--- config.mk ---
export PLATFORM = sky130hd
export DESIGN_NAME = irq_src_ctrl
export DESIGN_NICKNAME = d
export VERILOG_FILES = /design/src/rtl/irq_src_pkg.sv /design/src/rtl/irq_src_slot.sv /design/src/rtl/irq_src_pick.sv /design/src/rtl/irq_src_ctrl.sv
export SDC_FILE = /design/constraint.sdc
export NUM_CORES = 1
export LEC_CHECK = 0
export BUFFER_PORTS_ARGS = -buffer_cell sky130_fd_sc_hd__buf_2
export CORE_UTILIZATION = 65
export DETAILED_ROUTE_END_ITERATION = 8
export PLACE_DENSITY = 0.9
export SLEW_MARGIN = 40
export SYNTH_ARGS = -nofsm -noshare
export SYNTH_HDL_FRONTEND = slang
export SYNTH_SLANG_ARGS = --single-unit
--- constraint.sdc ---
create_clock -name clk -period 8.45 [get_ports clk]
set_clock_uncertainty 0.2 [all_clocks]
set_input_delay 0.4225 -clock clk [delete_from_list [all_inputs] [get_ports clk]]
set_output_delay 0.4225 -clock clk [all_outputs]
set_load 0.05 [all_outputs]
--- src/rtl/irq_src_pkg.sv ---
`timescale 1ns/1ps
package irq_src_pkg;

  localparam logic [7:0] PRIO_OFF = 8'hFF;

  typedef struct packed {
    logic asserted;   // registered line value
    logic sent;       // level: presented and not yet acknowledged
    logic rejected;   // message: bounced by presentation side
    logic mpend;      // message: event arrived while masked
  } src_stat_t;

  function automatic int unsigned glob_of(int unsigned idx, int unsigned base);
    return base + idx;
  endfunction

  function automatic logic in_window(int unsigned num, int unsigned base,
                                     int unsigned cnt);
    return (num >= base) && (num < base + cnt);
  endfunction

  function automatic int unsigned local_of(int unsigned num, int unsigned base);
    return num - base;
  endfunction

endpackage

--- src/rtl/irq_src_slot.sv ---
`timescale 1ns/1ps
module irq_src_slot
  import irq_src_pkg::*;
#(
  parameter int unsigned SRV_W = 4
) (
  input  logic             clk,
  input  logic             rst_n,
  input  logic             is_level,
  input  logic             line,
  input  logic             cfg_hit,
  input  logic [SRV_W-1:0] cfg_server,
  input  logic [7:0]       cfg_prio,
  input  logic [7:0]       cfg_saved,
  input  logic             rej_hit,
  input  logic             eoi_hit,
  input  logic             resend,
  input  logic             grant,
  output logic             req,
  output logic [SRV_W-1:0] server,
  output logic [7:0]       prio,
  output logic [7:0]       saved_prio
);

  src_stat_t        stat_q, stat_n;
  logic [7:0]       prio_q, saved_q, prio_n;
  logic [SRV_W-1:0] srv_q;
  logic             req_q;

  // Named internal events
  logic rise;      // line went from low to high
  logic fire;      // source needs presentation this cycle
  logic masked_now;

  assign rise       = line & ~stat_q.asserted;
  assign masked_now = (prio_q == PRIO_OFF);
  assign prio_n     = cfg_hit ? cfg_prio : prio_q;

  always_comb begin
    stat_n          = stat_q;
    stat_n.asserted = line;
    fire            = 1'b0;
    if (is_level) begin
      if (rej_hit || eoi_hit) stat_n.sent = 1'b0;
      if ((rise || resend || cfg_hit) && (prio_n != PRIO_OFF) && line &&
          !stat_n.sent) begin
        stat_n.sent = 1'b1;
        fire        = 1'b1;
      end
    end else begin
      if (rise) begin
        if (masked_now) stat_n.mpend = 1'b1;
        else            fire = 1'b1;
      end
      if (rej_hit) stat_n.rejected = 1'b1;
      if (resend && stat_n.rejected) begin
        stat_n.rejected = 1'b0;
        if (prio_n != PRIO_OFF) fire = 1'b1;
      end
      if (cfg_hit && stat_n.mpend && (prio_n != PRIO_OFF)) begin
        stat_n.mpend = 1'b0;
        fire         = 1'b1;
      end
    end
  end

  always_ff @(posedge clk) begin
    if (!rst_n) begin
      stat_q  <= '0;
      prio_q  <= PRIO_OFF;
      saved_q <= PRIO_OFF;
      srv_q   <= '0;
      req_q   <= 1'b0;
    end else begin
      stat_q <= stat_n;
      prio_q <= prio_n;
      if (cfg_hit) begin
        saved_q <= cfg_saved;
        srv_q   <= cfg_server;
      end
      req_q <= (req_q & ~grant) | fire;
    end
  end

  assign req        = req_q;
  assign server     = srv_q;
  assign prio       = prio_q;
  assign saved_prio = saved_q;


  mpend_set_chk: assert property (@(posedge clk) disable iff (!rst_n)
    (!is_level && rise && masked_now && !cfg_hit) |=> stat_q.mpend);


  sent_hold_chk: assert property (@(posedge clk) disable iff (!rst_n)
    (is_level && stat_q.sent && !rej_hit && !eoi_hit) |=> stat_q.sent);


  rej_mark_chk: assert property (@(posedge clk) disable iff (!rst_n)
    (!is_level && rej_hit && !resend) |=> stat_q.rejected);


  msg_never_sent_chk: assert property (@(posedge clk) disable iff (!rst_n)
    !is_level |-> !stat_q.sent);


  req_kept_chk: assert property (@(posedge clk) disable iff (!rst_n)
    (req_q && !grant) |=> req_q);

endmodule

--- src/rtl/irq_src_pick.sv ---
`timescale 1ns/1ps
module irq_src_pick #(
  parameter int unsigned N  = 16,
  parameter int unsigned IW = 4
) (
  input  logic          clk,
  input  logic          rst_n,
  input  logic [N-1:0]  req,
  output logic [N-1:0]  grant,
  output logic [IW-1:0] idx,
  output logic          any
);

  assign any   = |req;
  assign grant = req & (~req + N'(1));

  always_comb begin
    idx = '0;
    for (int i = N - 1; i >= 0; i--) begin
      if (req[i]) idx = IW'(i);
    end
  end


  pick_lowest_chk: assert property (@(posedge clk) disable iff (!rst_n)
    any |-> ((req & ((N'(1) << idx) - N'(1))) == '0));


  grant_match_chk: assert property (@(posedge clk) disable iff (!rst_n)
    any |-> (grant == (N'(1) << idx)));

endmodule

--- src/rtl/irq_src_ctrl.sv ---
`timescale 1ns/1ps
module irq_src_ctrl
  import irq_src_pkg::*;
#(
  parameter int unsigned NUM_SRC = 16,
  parameter int unsigned SRV_W   = 4,
  parameter int unsigned GNUM_W  = 16,
  parameter int unsigned BASE    = 64,
  localparam int unsigned IDX_W  = (NUM_SRC > 1) ? $clog2(NUM_SRC) : 1
) (
  input  logic               clk,
  input  logic               rst_n,
  input  logic [NUM_SRC-1:0] src_is_level,
  input  logic [NUM_SRC-1:0] irq_line,
  input  logic               cfg_we,
  input  logic [IDX_W-1:0]   cfg_idx,
  input  logic [SRV_W-1:0]   cfg_server,
  input  logic [7:0]         cfg_prio,
  input  logic [7:0]         cfg_saved_prio,
  input  logic               rej_valid,
  input  logic [GNUM_W-1:0]  rej_num,
  input  logic               eoi_valid,
  input  logic [GNUM_W-1:0]  eoi_num,
  input  logic               resend_valid,
  output logic               pres_valid,
  output logic [SRV_W-1:0]   pres_server,
  output logic [GNUM_W-1:0]  pres_num,
  output logic [7:0]         pres_prio,
  output logic [7:0]         pres_saved_prio
);

  logic [NUM_SRC-1:0] cfg_hit, rej_hit, eoi_hit, req, grant;
  logic [SRV_W-1:0]   slot_srv   [NUM_SRC];
  logic [7:0]         slot_prio  [NUM_SRC];
  logic [7:0]         slot_saved [NUM_SRC];
  logic [IDX_W-1:0]   arb_idx;
  logic               arb_any;
  logic               rej_in, eoi_in;

  assign rej_in = in_window(32'(rej_num), BASE, NUM_SRC);
  assign eoi_in = in_window(32'(eoi_num), BASE, NUM_SRC);

  for (genvar i = 0; i < NUM_SRC; i++) begin : g_slot
    assign cfg_hit[i] = cfg_we && (cfg_idx == IDX_W'(i));
    assign rej_hit[i] = rej_valid && rej_in &&
                        (local_of(32'(rej_num), BASE) == i);
    assign eoi_hit[i] = eoi_valid && eoi_in &&
                        (local_of(32'(eoi_num), BASE) == i);

    irq_src_slot #(.SRV_W(SRV_W)) u_slot (
      .clk        (clk),
      .rst_n      (rst_n),
      .is_level   (src_is_level[i]),
      .line       (irq_line[i]),
      .cfg_hit    (cfg_hit[i]),
      .cfg_server (cfg_server),
      .cfg_prio   (cfg_prio),
      .cfg_saved  (cfg_saved_prio),
      .rej_hit    (rej_hit[i]),
      .eoi_hit    (eoi_hit[i]),
      .resend     (resend_valid),
      .grant      (grant[i]),
      .req        (req[i]),
      .server     (slot_srv[i]),
      .prio       (slot_prio[i]),
      .saved_prio (slot_saved[i])
    );
  end

  irq_src_pick #(.N(NUM_SRC), .IW(IDX_W)) u_pick (
    .clk   (clk),
    .rst_n (rst_n),
    .req   (req),
    .grant (grant),
    .idx   (arb_idx),
    .any   (arb_any)
  );

  always_ff @(posedge clk) begin
    if (!rst_n) begin
      pres_valid      <= 1'b0;
      pres_server     <= '0;
      pres_num        <= '0;
      pres_prio       <= PRIO_OFF;
      pres_saved_prio <= PRIO_OFF;
    end else begin
      pres_valid <= arb_any;
      if (arb_any) begin
        pres_server     <= slot_srv[arb_idx];
        pres_num        <= GNUM_W'(glob_of(32'(arb_idx), BASE));
        pres_prio       <= slot_prio[arb_idx];
        pres_saved_prio <= slot_saved[arb_idx];
      end
    end
  end


  pres_window_chk: assert property (@(posedge clk) disable iff (!rst_n)
    pres_valid |-> in_window(32'(pres_num), BASE, NUM_SRC));


  stray_ignored_chk: assert property (@(posedge clk) disable iff (!rst_n)
    ((rej_valid && !rej_in) || (eoi_valid && !eoi_in)) |->
      ((rej_hit | eoi_hit) == '0));

endmodule

==> key figures <==
Critical path
  – Crit path DAT: 3.94 ns
  – Startpoint Class: flop
  – CP endpoint kind: flop
  – Worst path slowest cell: or4b_2
  – CP most frequent cell: buf_4
  – Worst path max stage delay: 0.60 ns
  – Critical-path maximum fanout: 68
  – Crit path kind: flop to flop
  – Worst EP required: 8.68 ns
  – CP Cell Sequence: nor2_1 > o21ai_1 > buf_4 > a21boi_4 > buf_4 > buf_6 > mux2i_1 > o221ai_1 > a21oi_1 > or4b_2

Yosys
  – Number of synthesized flops with an enable pin: 0
  – Netlist cell types: 71
  – Synthesis-stage register bit count: 426
  – Most used DFF post-synth: dfxtp_1
  – Syn_area_per_cell: 7.63 µm²
  – Syn Std Cell Area: 0.0196 mm²
  – Synth warn: 0
  – Register area share after synthesis: 0.436
  – Syn Inst Count: 2566
  – Post-synthesis async set-or-reset flop share: 0

Power
  – Pint: 0.00359 W
  – Switching part of the total: 0.326
  – Comb pwr share: 0.220
  – Maximum VDD drop: 208 µV
  – Leakage: 9.64 nW
  – Sequential Power Share: 0.412
  – Clock share of power: 0.369
  – Sw power: 0.00173 W
  – PwrDens: 244 mW/mm²

Clock tree
  – Post-CTS Setup Inserts: 0
  – Cts bufs inserted: 43
  – CTS Hold Bufs: 18
  – CTS max path bufs: 3
  – H-Tree Depth: 2
  – Skew-Pair Late Insertion Delay: 0.56 ns
  – CTS tree: yes
  – Reg clk slew, reported paths: 0.07 ns
  – Post-cts resize count: 0
  – CTS Sinks: 426
  – Clock root buffer: clkbuf_16

Routing
  – DRC: 0
  – DR pass1 iterations: 8
  – Routed Antenna Nets: 0
  – Initial DRC Count: 3481
  – Drt total wl: 69.3 mm
  – DR WL/cell: 23.1 µm
  – Vias/cell: 6.87
  – Via count: 20606

Timing
  – Setup Viol. Count Final: 0
  – Worst slew pin tran: 0.913 ns
  – Max-slew headroom: 0.386
  – Final setup TNS: 0 ns
  – Tmin final: 3.72 ns
  – Final hold viol count: 0
  – Max-slew violation count: 0
  – RSZ-0062 raised after global routing: no
  – Final cycle utilization of the critical path: 0.440
  – Peak Freq: 0.269 GHz

Global routing
  – GRT overflow: 0
  – Largest net degree at the start of global routing: 115
  – GRT Util Overall: 0.442
  – Vias in the first global route: 18979
  – Global-route wire length before repair: 106 mm
  – Initial antenna violation count: 1

Finish
  – Layout cell share with drive strength beyond 1: 0.110
  – Ant diodes: 0
  – Nets: 2674
  – Area added between synthesis and finish: 11.4%
  – Fin cells: 3001

Placement
  – Final RePlAce weighted congestion: 0.996
  – # placed instances: 2907
  – Final HPWL DP: 45.4 mm
  – IO Port Bufs: 119

Floorplan
  – Die Height: 176 µm
  – Core area: 0.0296 mm²
  – Area of the die: 0.0308 mm²
  – Ports: 131
  – Starting Density: 0.660
  – Site Rows: 63
  – Die width: 176 µm

Run
  – Max-Cap Viols: 0

Outcome
  – Status: finished, final reports clean

Worst hold path
  – HP Class: input pin to flop
[per-layer routing]
metal	global-route usage	wire [µm]
met5	0	0
met2	0.652	29000
met3	0.118	10700
met1	0.586	25300
met4	0.250	4410
[registers in the layout, summed over array words and instances, names as in the netlist]
| name | flops |
|---|---|
| pres_saved_prio | 8 |
| pres_num | 5 |
| pres_valid | 1 |
| g_slot.u_slot.saved_prio | 128 |
| g_slot.u_slot.stat_q | 64 |
| pres_prio | 8 |
| g_slot.u_slot.prio | 128 |
| pres_server | 4 |
| g_slot.u_slot.req | 16 |
| g_slot.u_slot.server | 64 |
[layout make-up]
class                      instances  area [µm²]
multi-input combinational       1890       10100
sequential                       426        8530
fill                            2196        7850
clock buffer                      60        1240
timing repair buffer             175        1080
tap                              390         488
clock inverter                    16         203
inverter                          44         168
[power by group through the flow]
stage                     Combinational [W]  Clock (W)  Sequential [W]
final                               0.00117    0.00196         0.00219
after global routing                0.00122    0.00204         0.00219
after CTS                           0.00113    0.00195         0.00218
after detailed placement            0.00111          0         0.00222
after global placement              0.00108          0         0.00222
after floorplan                    0.000674          0         0.00233
[cells in the final DEF (no fill, tap or decap), types with 11 or more instances in the layout]
cell and instances:
buf_4 34, o211ai_1 28, and4_1 14, dlygate4sd3_1 18
o31ai_1 11, o21a_1 13, a211oi_1 48, a21oi_1 179
nand3_1 266, nand2_1 725, o22ai_1 21, nand4_1 37
o21ai_0 72, inv_1 42, nand2b_1 14, o221ai_1 23
dfxtp_1 426, mux2i_1 75, nor2_1 106, nor3_1 22
a31oi_1 29, nor2b_1 16, buf_2 118, mux4_2 11
conb_1 11, and2_1 18, clkbuf_16 44
[critical path: cells and delay by family, from the launching register on]
kind,cells,cell delay (ns)
and+or+nand+nor,2,0.69
buffers and inverters,3,1.29
AOI/OAI and AO/OA,4,0.61
muxes,1,0.29
DFF,1,0.47
[final timing paths]
path                                             end  slack, ns  cells past startpoint                               startpoint
min          g_slot[9].u_slot.stat_q[1]$_SDFFE_PN0N_      0.004                      3                          src_is_level[9]
max reg2reg                pres_prio[7]$_SDFFE_PN1P_       4.73                     10          g_slot[0].u_slot.req$_SDFF_PN0_
min reg2reg  g_slot[0].u_slot.server[2]$_SDFFE_PN0P_       0.26                      2  g_slot[0].u_slot.server[2]$_SDFFE_PN0P_
max                        pres_prio[7]$_SDFFE_PN1P_       4.73                     10          g_slot[0].u_slot.req$_SDFF_PN0_
[cells in the mapped netlist (9+ instances only)]
cell      count  area (µm²)
o221a_2       9         101
o221ai_1     23         201
nor4_1       13        81.3
and2_1       18         113
o22ai_1      21         131
a211oi_1     48         360
nor2_1      107         402
nor2b_1      16         100
buf_4        16         120
o211ai_1     28         210
buf_2        17        85.1
or2_2         9        56.3
clkbuf_1    175         657
nand2_1     732        2750
o21ai_0      74         370
dfxtp_1     426        8530
a31oi_1      29         181
mux2i_1      75         751
a21oi_1     179         896
o31ai_1      11        82.6
and4_1       14         123
inv_1        44         165
o21a_1       13        97.6
nor3_1       26         130
nand2b_1     14        87.6
nand3_1     267        1340
mux4_2       11         248
nand4_1      37         231
[cells by family (layout without fill, tap and decap cells)]
logic type | Yosys count | in the layout | synth area share
buf+inv | 260 | 295 | 0.0560
mux | 89 | 89 | 0.0528
compound gates | 491 | 491 | 0.160
other cells | 1 | 11 | 0.000192
simple gates | 1299 | 1299 | 0.295
flops | 426 | 426 | 0.436
[through the flow]
| stage | cell area, µm² | hold WS (ns) | total power (W) | util | setup slack (ns) |
|---|---|---|---|---|---|
| floorplan | 19600 | 0.232 | 0.00301 | - | 5.61 |
| global placement | 20100 | 0.238 | 0.00331 | 0.678 | 4.74 |
| detailed placement | 20100 | 0.244 | 0.00334 | 0.680 | 4.61 |
| CTS | 21800 | 0.000632 | 0.00526 | 0.734 | 4.61 |
| global route | 21800 | 0.0131 | 0.00545 | 0.735 | 4.59 |
| finish | 21800 | 0.00383 | 0.00533 | 0.735 | 4.73 |
No activity file was read; power rests on OpenSTA's default activity.
